`src/rtl/clksrc_pkg.sv`:
```
package clksrc_pkg;

  localparam int RATIO_W = 3;

  typedef enum logic [1:0] {
    SRC_INT  = 2'b00,
    SRC_SQR  = 2'b01,
    SRC_XTAL = 2'b10,
    SRC_RC   = 2'b11
  } src_mode_e;

  localparam logic [RATIO_W-1:0] INT_RATIO  = RATIO_W'(2);
  localparam logic [RATIO_W-1:0] SQR_RATIO  = RATIO_W'(1);
  localparam logic [RATIO_W-1:0] XTAL_RATIO = RATIO_W'(4);
  localparam logic [RATIO_W-1:0] RC_RATIO   = RATIO_W'(4);

  function automatic logic [RATIO_W-1:0] ratio_of(input src_mode_e m);
    case (m)
      SRC_INT:  ratio_of = INT_RATIO;
      SRC_SQR:  ratio_of = SQR_RATIO;
      SRC_XTAL: ratio_of = XTAL_RATIO;
      default:  ratio_of = RC_RATIO;
    endcase
  endfunction

  function automatic logic uses_internal(input src_mode_e m);
    uses_internal = (m == SRC_INT);
  endfunction

endpackage

```
`src/rtl/clksrc_edge_sync.sv`:
```
module clksrc_edge_sync #(
  parameter int STAGES = 2
) (
  input  logic clk,
  input  logic rst_n,
  input  logic raw,
  output logic rise
);
  logic [STAGES:0] pipe_q;

  always_ff @(posedge clk or negedge rst_n) begin
    if (!rst_n) pipe_q <= '0;
    else        pipe_q <= {pipe_q[STAGES-1:0], raw};
  end

  assign rise = pipe_q[STAGES-1] & ~pipe_q[STAGES];


  rise_spaced_chk: assert property (@(posedge clk) disable iff (!rst_n)
    rise |=> !rise);

endmodule

```
`src/rtl/clksrc_ratio_cnt.sv`:
```
module clksrc_ratio_cnt #(
  parameter int CNT_W = 3
) (
  input  logic             clk,
  input  logic             rst_n,
  input  logic             tick,
  input  logic             hold,
  input  logic             clear,
  input  logic [CNT_W-1:0] ratio,
  output logic             fire,
  output logic [CNT_W-1:0] cnt_o
);
  logic [CNT_W-1:0] cnt_q;
  logic             fire_q;
  logic             wrap;

  assign wrap = (cnt_q == ratio - CNT_W'(1));

  always_ff @(posedge clk or negedge rst_n) begin
    if (!rst_n) begin
      cnt_q  <= '0;
      fire_q <= 1'b0;
    end else if (clear) begin
      cnt_q  <= '0;
      fire_q <= 1'b0;
    end else if (hold || !tick) begin
      fire_q <= 1'b0;
    end else if (wrap) begin
      cnt_q  <= '0;
      fire_q <= 1'b1;
    end else begin
      cnt_q  <= cnt_q + CNT_W'(1);
      fire_q <= 1'b0;
    end
  end

  assign fire  = fire_q;
  assign cnt_o = cnt_q;


  clear_zeroes_chk: assert property (@(posedge clk) disable iff (!rst_n)
    clear |=> (cnt_q == '0) && !fire_q);


  hold_freezes_chk: assert property (@(posedge clk) disable iff (!rst_n)
    (hold && !clear) |=> $stable(cnt_q) && !fire_q);


  cnt_in_range_chk: assert property (@(posedge clk) disable iff (!rst_n)
    cnt_q < ratio);

endmodule

```
`src/rtl/clksrc_divider.sv`:
```
module clksrc_divider
  import clksrc_pkg::*;
#(
  parameter int SYNC_STAGES = 2
) (
  input  logic       clk,
  input  logic       rst_n,
  input  logic [1:0] mode_sel,
  input  logic       halt,
  input  logic       int_osc,
  input  logic       ext_clk,
  output logic       core_en,
  output logic       xtal_drv_en,
  output logic       int_osc_run
);
  localparam int NSRC = 2;

  src_mode_e           mode_q;
  logic                mode_chg;
  logic [NSRC-1:0]     raw_src;
  logic [NSRC-1:0]     src_rise;
  logic                sel_rise;
  logic [RATIO_W-1:0]  ratio;
  logic [RATIO_W-1:0]  div_cnt;

  assign raw_src = {ext_clk, int_osc};

  generate
    for (genvar i = 0; i < NSRC; i++) begin : g_sync
      clksrc_edge_sync #(.STAGES(SYNC_STAGES)) u_sync (
        .clk  (clk),
        .rst_n(rst_n),
        .raw  (raw_src[i]),
        .rise (src_rise[i])
      );
    end
  endgenerate

  always_ff @(posedge clk or negedge rst_n) begin
    if (!rst_n) mode_q <= SRC_INT;
    else        mode_q <= src_mode_e'(mode_sel);
  end

  assign mode_chg = (src_mode_e'(mode_sel) != mode_q);
  assign sel_rise = uses_internal(mode_q) ? src_rise[0] : src_rise[1];
  assign ratio    = ratio_of(mode_q);

  clksrc_ratio_cnt #(.CNT_W(RATIO_W)) u_cnt (
    .clk  (clk),
    .rst_n(rst_n),
    .tick (sel_rise),
    .hold (halt),
    .clear(mode_chg),
    .ratio(ratio),
    .fire (core_en),
    .cnt_o(div_cnt)
  );

  assign xtal_drv_en = (mode_q == SRC_XTAL);
  assign int_osc_run = ~halt;


  halt_no_enable_chk: assert property (@(posedge clk) disable iff (!rst_n)
    halt |=> !core_en);


  xtal_follows_mode_chk: assert property (@(posedge clk) disable iff (!rst_n)
    (mode_sel == 2'b10) |=> xtal_drv_en);


  enable_single_chk: assert property (@(posedge clk) disable iff (!rst_n)
    core_en |=> !core_en);


  square_every_edge_chk: assert property (@(posedge clk) disable iff (!rst_n)
    (mode_q == SRC_SQR && !mode_chg && !halt && sel_rise) |=> core_en);

endmodule

```
`config.mk`:
```
export PLATFORM = sky130hd
export DESIGN_NAME = clksrc_divider
export DESIGN_NICKNAME = d
export VERILOG_FILES = /design/src/rtl/clksrc_pkg.sv /design/src/rtl/clksrc_edge_sync.sv /design/src/rtl/clksrc_ratio_cnt.sv /design/src/rtl/clksrc_divider.sv
export SDC_FILE = /design/constraint.sdc
export NUM_CORES = 1
export LEC_CHECK = 0
export BUFFER_PORTS_ARGS = -buffer_cell sky130_fd_sc_hd__buf_2
export CAP_MARGIN = 30
export CORE_AREA = 2 2 39 41
export CTS_CLUSTER_DIAMETER = 30
export DETAILED_ROUTE_END_ITERATION = 8
export DIE_AREA = 0 0 41 43
export MAX_ROUTING_LAYER = met4
export PLACE_DENSITY_LB_ADDON = 0.15
export REMOVE_ABC_BUFFERS = 1
export SLEW_MARGIN = 20
export SYNTH_ARGS = -nofsm -noshare
export SYNTH_HDL_FRONTEND = slang
export SYNTH_SLANG_ARGS = --single-unit
```
`constraint.sdc`:
```
create_clock -name clk -period 4.1 [get_ports clk]
set_input_delay 0.615 -clock clk [delete_from_list [all_inputs] [get_ports clk]]
set_output_delay 0.615 -clock clk [all_outputs]
set_load 0.01 [all_outputs]
```
Yosys cells after proc, flatten, opt, wreduce, memory -nomap -nowiden
Index checks and enable logic that the tools add are counted.
{"block": "word_totals", "inputBits": 7, "register_bits": 12, "elab_cells": 28}
{"block": "classes", "muxes": 8, "n_bitwise": 5, "n_reduce_logical": 3, "n_addsub": 2, "n_eq_ne": 5}
{"operator": "$mux 3", "n": 3}
{"operator": "$pmux 3 s2", "n": 1}
{"operator": "$mux 1", "n": 4}
{"operator": "$add 3x1->3 const B", "n": 1}
{"operator": "$eq 3x3->1", "n": 1}
{"operator": "$not 1->1", "n": 3}
{"operator": "$sub 3x1->3 const B", "n": 1}
{"operator": "$and 1x1->1", "n": 2}
{"operator": "$eq 2x1->1 const B", "n": 1}
{"operator": "$eq 2x2->1 const B", "n": 1}
{"operator": "$logic_not 2->1", "n": 1}
{"operator": "$ne 2x2->1", "n": 1}
{"operator": "$ne 2x2->1 const B", "n": 1}
{"operator": "$logic_not 1->1", "n": 1}
{"operator": "$logic_or 1x1->1", "n": 1}

Longest topological paths before layout
Gate-level depths: netlist of the first run.
{"block": "logic_depth", "depth_word": 7, "depth_mapped": 7, "depth_no_buf": 7}

By module
A second synthesis of the first run with hierarchy kept.
{"block": "unflattened", "hier_cells": 49, "area_unflattened_um2": 593.1}
{"module": "clksrc_ratio_cnt", "area_per_inst_um2": 301.5, "n_inst": 1, "cells_per_inst": 30}
{"module": "clksrc_edge_sync", "area_per_inst_um2": 88.8, "n_inst": 2, "cells_per_inst": 4}
{"module": "clksrc_divider", "area_per_inst_um2": 113.9, "n_inst": 1, "cells_per_inst": 11}

Worst setup path after synthesis of the first run
OpenSTA, ideal clock, no wires.
{"block": "synth_path", "kind": "register -> register", "start": "register mode_q[0]", "end": "register u_cnt.cnt_q[2], in the netlist u_cnt.cnt_o[2]", "slack_ps": 2521, "period_less_slack_ps": 1579, "stages_incl_launch_ff": 8, "setup_ps": 123, "required_ps": 3977, "arrival_time_ps": 1455, "path_cell_list": "dfrtp_1 -> or2_1 -> ha_1 -> xor2_1 -> xnor2_1 -> nand3_2 -> nand4b_1 -> a21oi_1"}
{"block": "synth_via", "elab_chain_len": 7}
{"item": "from (decl)", "line_no": "clksrc_divider.sv:18", "source": "src_mode_e mode_q;"}
{"item": "from (signal assigned)", "line_no": "clksrc_divider.sv:41", "source": "else mode_q <= src_mode_e'(mode_sel);"}
{"item": "$eq 2x1->1 / $logic_not 2->1 (equally long branches)", "line_no": "clksrc_pkg.sv:18, clksrc_pkg.sv:27"}
{"item": "$pmux 3 s2", "line_no": "clksrc_pkg.sv:18", "source": "case (m)"}
{"item": "$sub 3x1->3", "line_no": "clksrc_ratio_cnt.sv:17", "source": "assign wrap = (cnt_q == ratio - CNT_W'(1));"}
{"item": "$eq 3x3->1", "line_no": "clksrc_ratio_cnt.sv:17"}
{"item": "$mux 3", "line_no": "clksrc_ratio_cnt.sv:28", "source": "end else if (wrap) begin"}
{"item": "$mux 3", "line_no": "clksrc_ratio_cnt.sv:26", "source": "end else if (hold || !tick) begin"}
{"item": "$mux 3", "line_no": "clksrc_ratio_cnt.sv:23", "source": "end else if (clear) begin"}
{"item": "to (signal assigned)", "line_no": "clksrc_ratio_cnt.sv:32", "source": "cnt_q <= cnt_q + CNT_W'(1);"}
{"item": "to (decl)", "line_no": "clksrc_ratio_cnt.sv:13", "source": "logic [CNT_W-1:0] cnt_q;"}
Parallel ways exist; a longest one is shown, timed or not. The select of a mux whose other input is x is not followed.
A chain may end at the register's enable or synchronous reset.

Final worst setup path of the first run
Same ends and word-level chain as after synthesis.

==> results_dict.tcl, run 1 <==
set metrics [dict create \
    period_share 0.4163 \
    drtAntennaViolNets 0 \
    finalMaxSlewViolations 0 \
    dp_hpwl_microns 593.1 \
    min_period_ps 1707 \
    dp_cells 67 \
    avgSynthCellArea_sq_um 11.98 \
    first_global_vias 342 \
    crit_start "mode_q[0]" \
    die_h_microns 43 \
    drt-met1-wl_microns 353 \
    clk_pin_slew_ps 70 \
    wirelength_microns 757 \
    dr_wl_met3_microns 24 \
    yosysWarnings 0 \
    yosysMostFrequentCell "dfrtp_1" \
    report.power.total_w 0.0002386 \
    endpoint_kind "flip-flop" \
    initial_core_util 0.3635 \
    drive_gt1_frac 0.2545 \
    crit_slowest_cell "dfrtp_1" \
    routabilityCongestion 0.7311 \
    tns_ps 0 \
    peakVddDrop_v 0.0002308 \
    wl_per_cell_microns 10.66 \
    hp-class "in -> async" \
    r2r-start "mode_q[0]" \
    antennaDiodeCount 0 \
    synthTopCellsByCount "dfrtp_1, xnor2_1, a21oi_1, nand2_1" \
    globalRouteOverflowTotal 0 \
    fin_cells 71 \
    crit_path_start_kind "flip-flop" \
    first_pass_iters 2 \
    worst_ep_arrival_time_ps 1860 \
    drc 0 \
    die-area_sq_um 1763 \
    root_buffer "clkbuf_4" \
    cp_max_fo 5 \
    ys_ff_latch 12 \
    vias_per_cell 4.732 \
    setup_viol 0 \
    crit_type "reg -> reg" \
    synth_area_leaders "dfrtp_1, xnor2_1, ha_1" \
    tightest_slew_ps 245.0 \
    grt_usage 0.1298 \
    fmax_ghz 0.5859 \
    io_pins 10 \
    layout.nets 65 \
    grt_max_degree 13 \
    antenna_found_initial 0 \
    hold_viol 0 \
    postSynthCellCount 42 \
    synth-async-reset-ratio 1.000 \
    yosysSeqAreaShare 0.5970 \
    synth_area_leader_cell "dfrtp_1" \
    synth_enable_flop_cells 0 \
    leakage_nw 0.2764 \
    clock_latency_ps 270 \
    portBuffers 9 \
    fin_worst_skew_ps 1.377 \
    synth_ff_type "dfrtp_1" \
    cts_setup_buffers 0 \
    drt_iter0_drc 3 \
    cts.sinks 12 \
    cts_tree "done" \
    cts_buffers 3 \
    syn_area_sq_um 503.0 \
    maxSlewHeadroom 0.8344 \
    cts_buffer_depth 2 \
    power_density_nw_per_um2 394.7 \
    highest_layer "met3" \
    rows 14 \
    cts_hold_buf 0 \
    crit_path_cell_trace "or2_1 > ha_1 > xor2_1 > xnor2_1 > nand3_2 > nand4b_1 > a21oi_1" \
    vias 336 \
    area_growth_pct 20.15 \
    synthDistinctLibCells 19 \
    synth_top_area_share 0.5970 \
    core_sq_um 1384 \
    cap_violations 0 \
    h-tree-depth 1 \
    cts_repair_resize_count 0 \
    crit_required_ps 4260 \
    grt_pass1_wl_microns 1386 \
    cp_slowest_stage_delay_ps 430 \
    dr_wl_met2_microns 379 \
    status "finished, final reports clean" \
    die_w_microns 41 \
    rsz0062_at_grt "no" \
]
-- path summary, 6_finish.rpt --
kind                       slack, ps  cells past startpoint                    endpoint
min                              200                      1              u_cnt.cnt_o[0]
max                             2390                      7              u_cnt.cnt_o[2]
max in group asynchronous       3690                      1                   mode_q[1]
min in group clk                 350                      0  g_sync[0].u_sync.pipe_q[1]
min reg2reg                      350                      0  g_sync[0].u_sync.pipe_q[1]
max reg2reg                     2390                      7              u_cnt.cnt_o[2]
-- stage by stage --
stage	instance area, sq um	util	setup WS, ps	hold WS (ps)
3_3_place_gp	568.0	0.4105	2440	333.6
5_1_grt	604.3	0.4367	2262	208.3
4_1_cts	604.3	0.4367	2387	202.9
3_5_place_dp	568.0	0.4105	2396	336.5
6_report	604.3	0.4367	2393	204.8
2_1_floorplan	503.0	-	2521	319.4
-- worst max-delay path: cells and delay by family (launching register included) --
kind / cells / cell delay [ps]
AND/OR/NAND/NOR: 3 / 520
flip-flops: 1 / 430
XOR/XNOR: 2 / 380
adder cells (fa/ha/maj): 1 / 190
AO/OA/AOI/OAI: 1 / 70
-- final cells by class --
type	instances	area [sq um]
Tap cell	16	20.02
Sequential cell	12	300.3
Timing Repair Buffer	9	45.04
Fill cell	135	779.5
Clock buffer	4	36.28
Inverter	2	7.507
Multi-Input combinational cell	28	195.2
-- kinds of logic (layout without fill, tap and decap cells) --
logic type      Yosys count  count (layout)  synth area share
buf+inv                   2              15           0.01493
fa+ha+maj                 2               2           0.04974
simple gates             14              14            0.1692
compound gates            6               6           0.06465
flops                    12              12            0.5970
xor+xnor                  6               6            0.1045
-- report_power, final --
part / internal [W] / switching (W)
Clock: 0.0000539 / 0.0000371
Combinational: 0.00000965 / 0.0000123
Sequential: 0.000123 / 0.00000290
Total: 0.000186 / 0.0000523
-- flip-flops by register name, indices dropped and copies added (netlist names) --
| name | cells |
|---|---|
| g_sync.u_sync.pipe_q | 6 |
| u_cnt.cnt_o | 3 |
| mode_q | 2 |
| u_cnt.fire | 1 |
-- cells in the final DEF (no fill, tap or decap) --
cell / Yosys / routed
buf_2: 0 / 9
nor2_1: 1 / 1
clkbuf_4: 0 / 3
a21oi_1: 3 / 3
nand3b_1: 1 / 1
o21ai_1: 1 / 1
inv_1: 2 / 2
dfrtp_1: 12 / 12
xor2_1: 2 / 2
nand2_1: 3 / 3
nor2b_1: 1 / 1
nor3_1: 1 / 1
nand3_2: 1 / 1
a31oi_1: 2 / 2
ha_1: 2 / 2
nand4b_1: 1 / 1
nand3_1: 1 / 1
nor4b_1: 1 / 1
xnor2_1: 4 / 4
nand2b_1: 1 / 1
clkbuf_8: 0 / 1
or2_1: 2 / 2
-- metal layers --
layer  vias up  GRT usage
li1        173          -
met1       158     0.1565
met2         5     0.1688
met3         0    0.04712
met4         0     0.1000
met5         -          -
Power figures use the tool's default switching activity.
==> run 2: changes to the inputs <==
clock period = 1.55 ns   (was 4.1 ns; I/O delays follow)
==> run 2 against run 1 <==
Effect of this change: the run now ends with setup timing left; non-clock buffer count rose by 8; global-route usage rose by 0.90 points; core utilization rose by 7.9 points; critical path type unchanged; largest cell class unchanged.
==> results_dict.tcl, run 2 (synthesized netlist as in run 1, its figures left out) <==
set metrics [dict create \
    status "complete, but fails checks" \
    violations "setup timing" \
    crit_required_ps 1740 \
    cts.sinks 12 \
    core_sq_um 1384 \
    hp-class "in -> reg" \
    finalMaxSlewViolations 0 \
    endpoint_kind "flip-flop" \
    ff_latch_area_sq_um 300.3 \
    final_common_cell "dfrtp_1" \
    rr_endpoint "u_cnt.cnt_o[2]" \
    drt_iter0_drc 11 \
    worst_ep_arrival_time_ps 1790 \
    highest_layer "met4" \
    root_buffer "clkbuf_4" \
    rrSetupSlack_ps -40 \
    drc 0 \
    drt-met1-wl_microns 444 \
    hold_viol 0 \
    clk_pin_slew_ps 70 \
    leakage_nw 0.3253 \
    rows 14 \
    h-tree-depth 1 \
    io_pins 10 \
    report.power.total_w 0.0006642 \
    initial_core_util 0.3635 \
    die_h_microns 43 \
    die_w_microns 41 \
    cts_tree "done" \
    wirelength_microns 911 \
    first_global_vias 361 \
    tns_ps -118.8 \
    vias 371 \
    fin_hold_ws_ps 68.75 \
    clock_latency_ps 260 \
    portBuffers 9 \
    cp_max_fo 4 \
    first_pass_iters 4 \
    vias_per_cell 4.696 \
    area_growth_pct 41.79 \
    grt_usage 0.1388 \
    antenna_found_initial 0 \
    crit_path_start_kind "flip-flop" \
    routabilityCongestion 0.7888 \
    period_share 1.029 \
    worstHoldStart "int_osc" \
    dr_wl_met2_microns 435 \
    largest_reg_flops 6 \
    fmax_ghz 0.6272 \
    setup_viol 4 \
    fin_worst_skew_ps 0.9081 \
    cts_buffer_depth 2 \
    dr_wl_met3_microns 22 \
    globalRouteOverflowTotal 0 \
    cap_violations 0 \
    die-area_sq_um 1763 \
    power_density_nw_per_um2 931.3 \
    drive_gt1_frac 0.4286 \
    multi_input_area_sq_um 241.5 \
    cts_buffers 3 \
    hold_end "g_sync[0].u_sync.pipe_q[0]" \
    dp_slack_ps -74.86 \
    maxSlewHeadroom 0.8153 \
    whs_path_depth 1 \
    antennaDiodeCount 0 \
    final_cell_mix "dfrtp_1, buf_2, buf_4" \
    wl_per_cell_microns 11.53 \
    final_util 0.5154 \
    peakVddDrop_v 0.0004890 \
    drtAntennaViolNets 0 \
    setup_slack_ps -44.46 \
    crit_type "reg -> reg" \
    ff2ff_path_depth 7 \
    tightest_slew_ps 277.1 \
    r2r-start "mode_q[0]" \
    layout.nets 73 \
    rsz0062_at_grt "yes" \
    largest_register "g_sync.u_sync.pipe_q" \
    grt_max_degree 13 \
    grt_pass1_wl_microns 1518 \
    fillerInstances 127 \
    min_period_ps 1594 \
]
-- run 2: cell count changes in the layout (fill, tap and decap cells not counted) --
cell           before  now
a31oi_1             2    1
a31oi_2             0    1
buf_4               0    7
dlygate4sd3_1       0    1
ha_1                2    1
ha_2                0    1
nor4b_1             1    0
nor4b_4             0    1
xnor2_1             4    3
xnor2_2             0    1
xor2_1              2    0
xor2_2              0    2
-- run 2: timing repair --
action | CTS | global route
setup buffers | 2 | 1
setup endpoints to repair | 4 | 4
hold buffers | 1 | 0
endpoints found under the hold margin | 12 | 0
gates resized for setup | 1 | 6
pin swaps | 5 | 6
-- run 2: cell type report --
type	instances	share of cell area
multi-input cells	28	0.3386
clock buffers	4	0.05088
repair buffers	17	0.1509
well taps	16	0.02807
inverters	2	0.01053
flip-flops and latches	12	0.4211
-- run 2: critical path: stages, from the launching register on --
cell and delay, ps:
dfrtp_1 370, buf_4 150, nand2b_1 100, ha_2 300, xor2_2 190, a31oi_1 190, o21ai_1 80, a21oi_1 150
-- run 2: routing by layer --
metal | vias to the layer above | GRT usage
met5 | - | -
met4 | 0 | 0.1000
met3 | 2 | 0.03141
met2 | 5 | 0.1781
met1 | 180 | 0.1862
li1 | 184 | -
-- run 2: how the worst max path moves through the flow --
stage              start        endpoint  slack, ps
6_report       mode_q[0]  u_cnt.cnt_o[2]        -40
3_5_place_dp   mode_q[1]  u_cnt.cnt_o[2]        -70
2_1_floorplan  mode_q[0]  u_cnt.cnt_o[2]        -30
3_3_place_gp   mode_q[1]  u_cnt.cnt_o[2]        -70
4_1_cts        mode_q[1]  u_cnt.cnt_o[2]        -70
5_1_grt        mode_q[0]  u_cnt.cnt_o[2]       -140
-- run 2: report_power, final --
group           total, W  leakage, nW  internal (W)  switching, W
registers       0.000331        0.149      0.000324    0.00000633
logic          0.0000911        0.155     0.0000461     0.0000450
clock network   0.000242       0.0210      0.000143      0.000100
total           0.000664        0.325      0.000513      0.000151
-- run 2: stage by stage --
stage	cell area [sq um]	cells
final	713.2	79
after global routing	713.2	79
after CTS	669.4	79
after detailed placement	605.6	72
after global placement	605.6	72
after floorplan	503.0	42
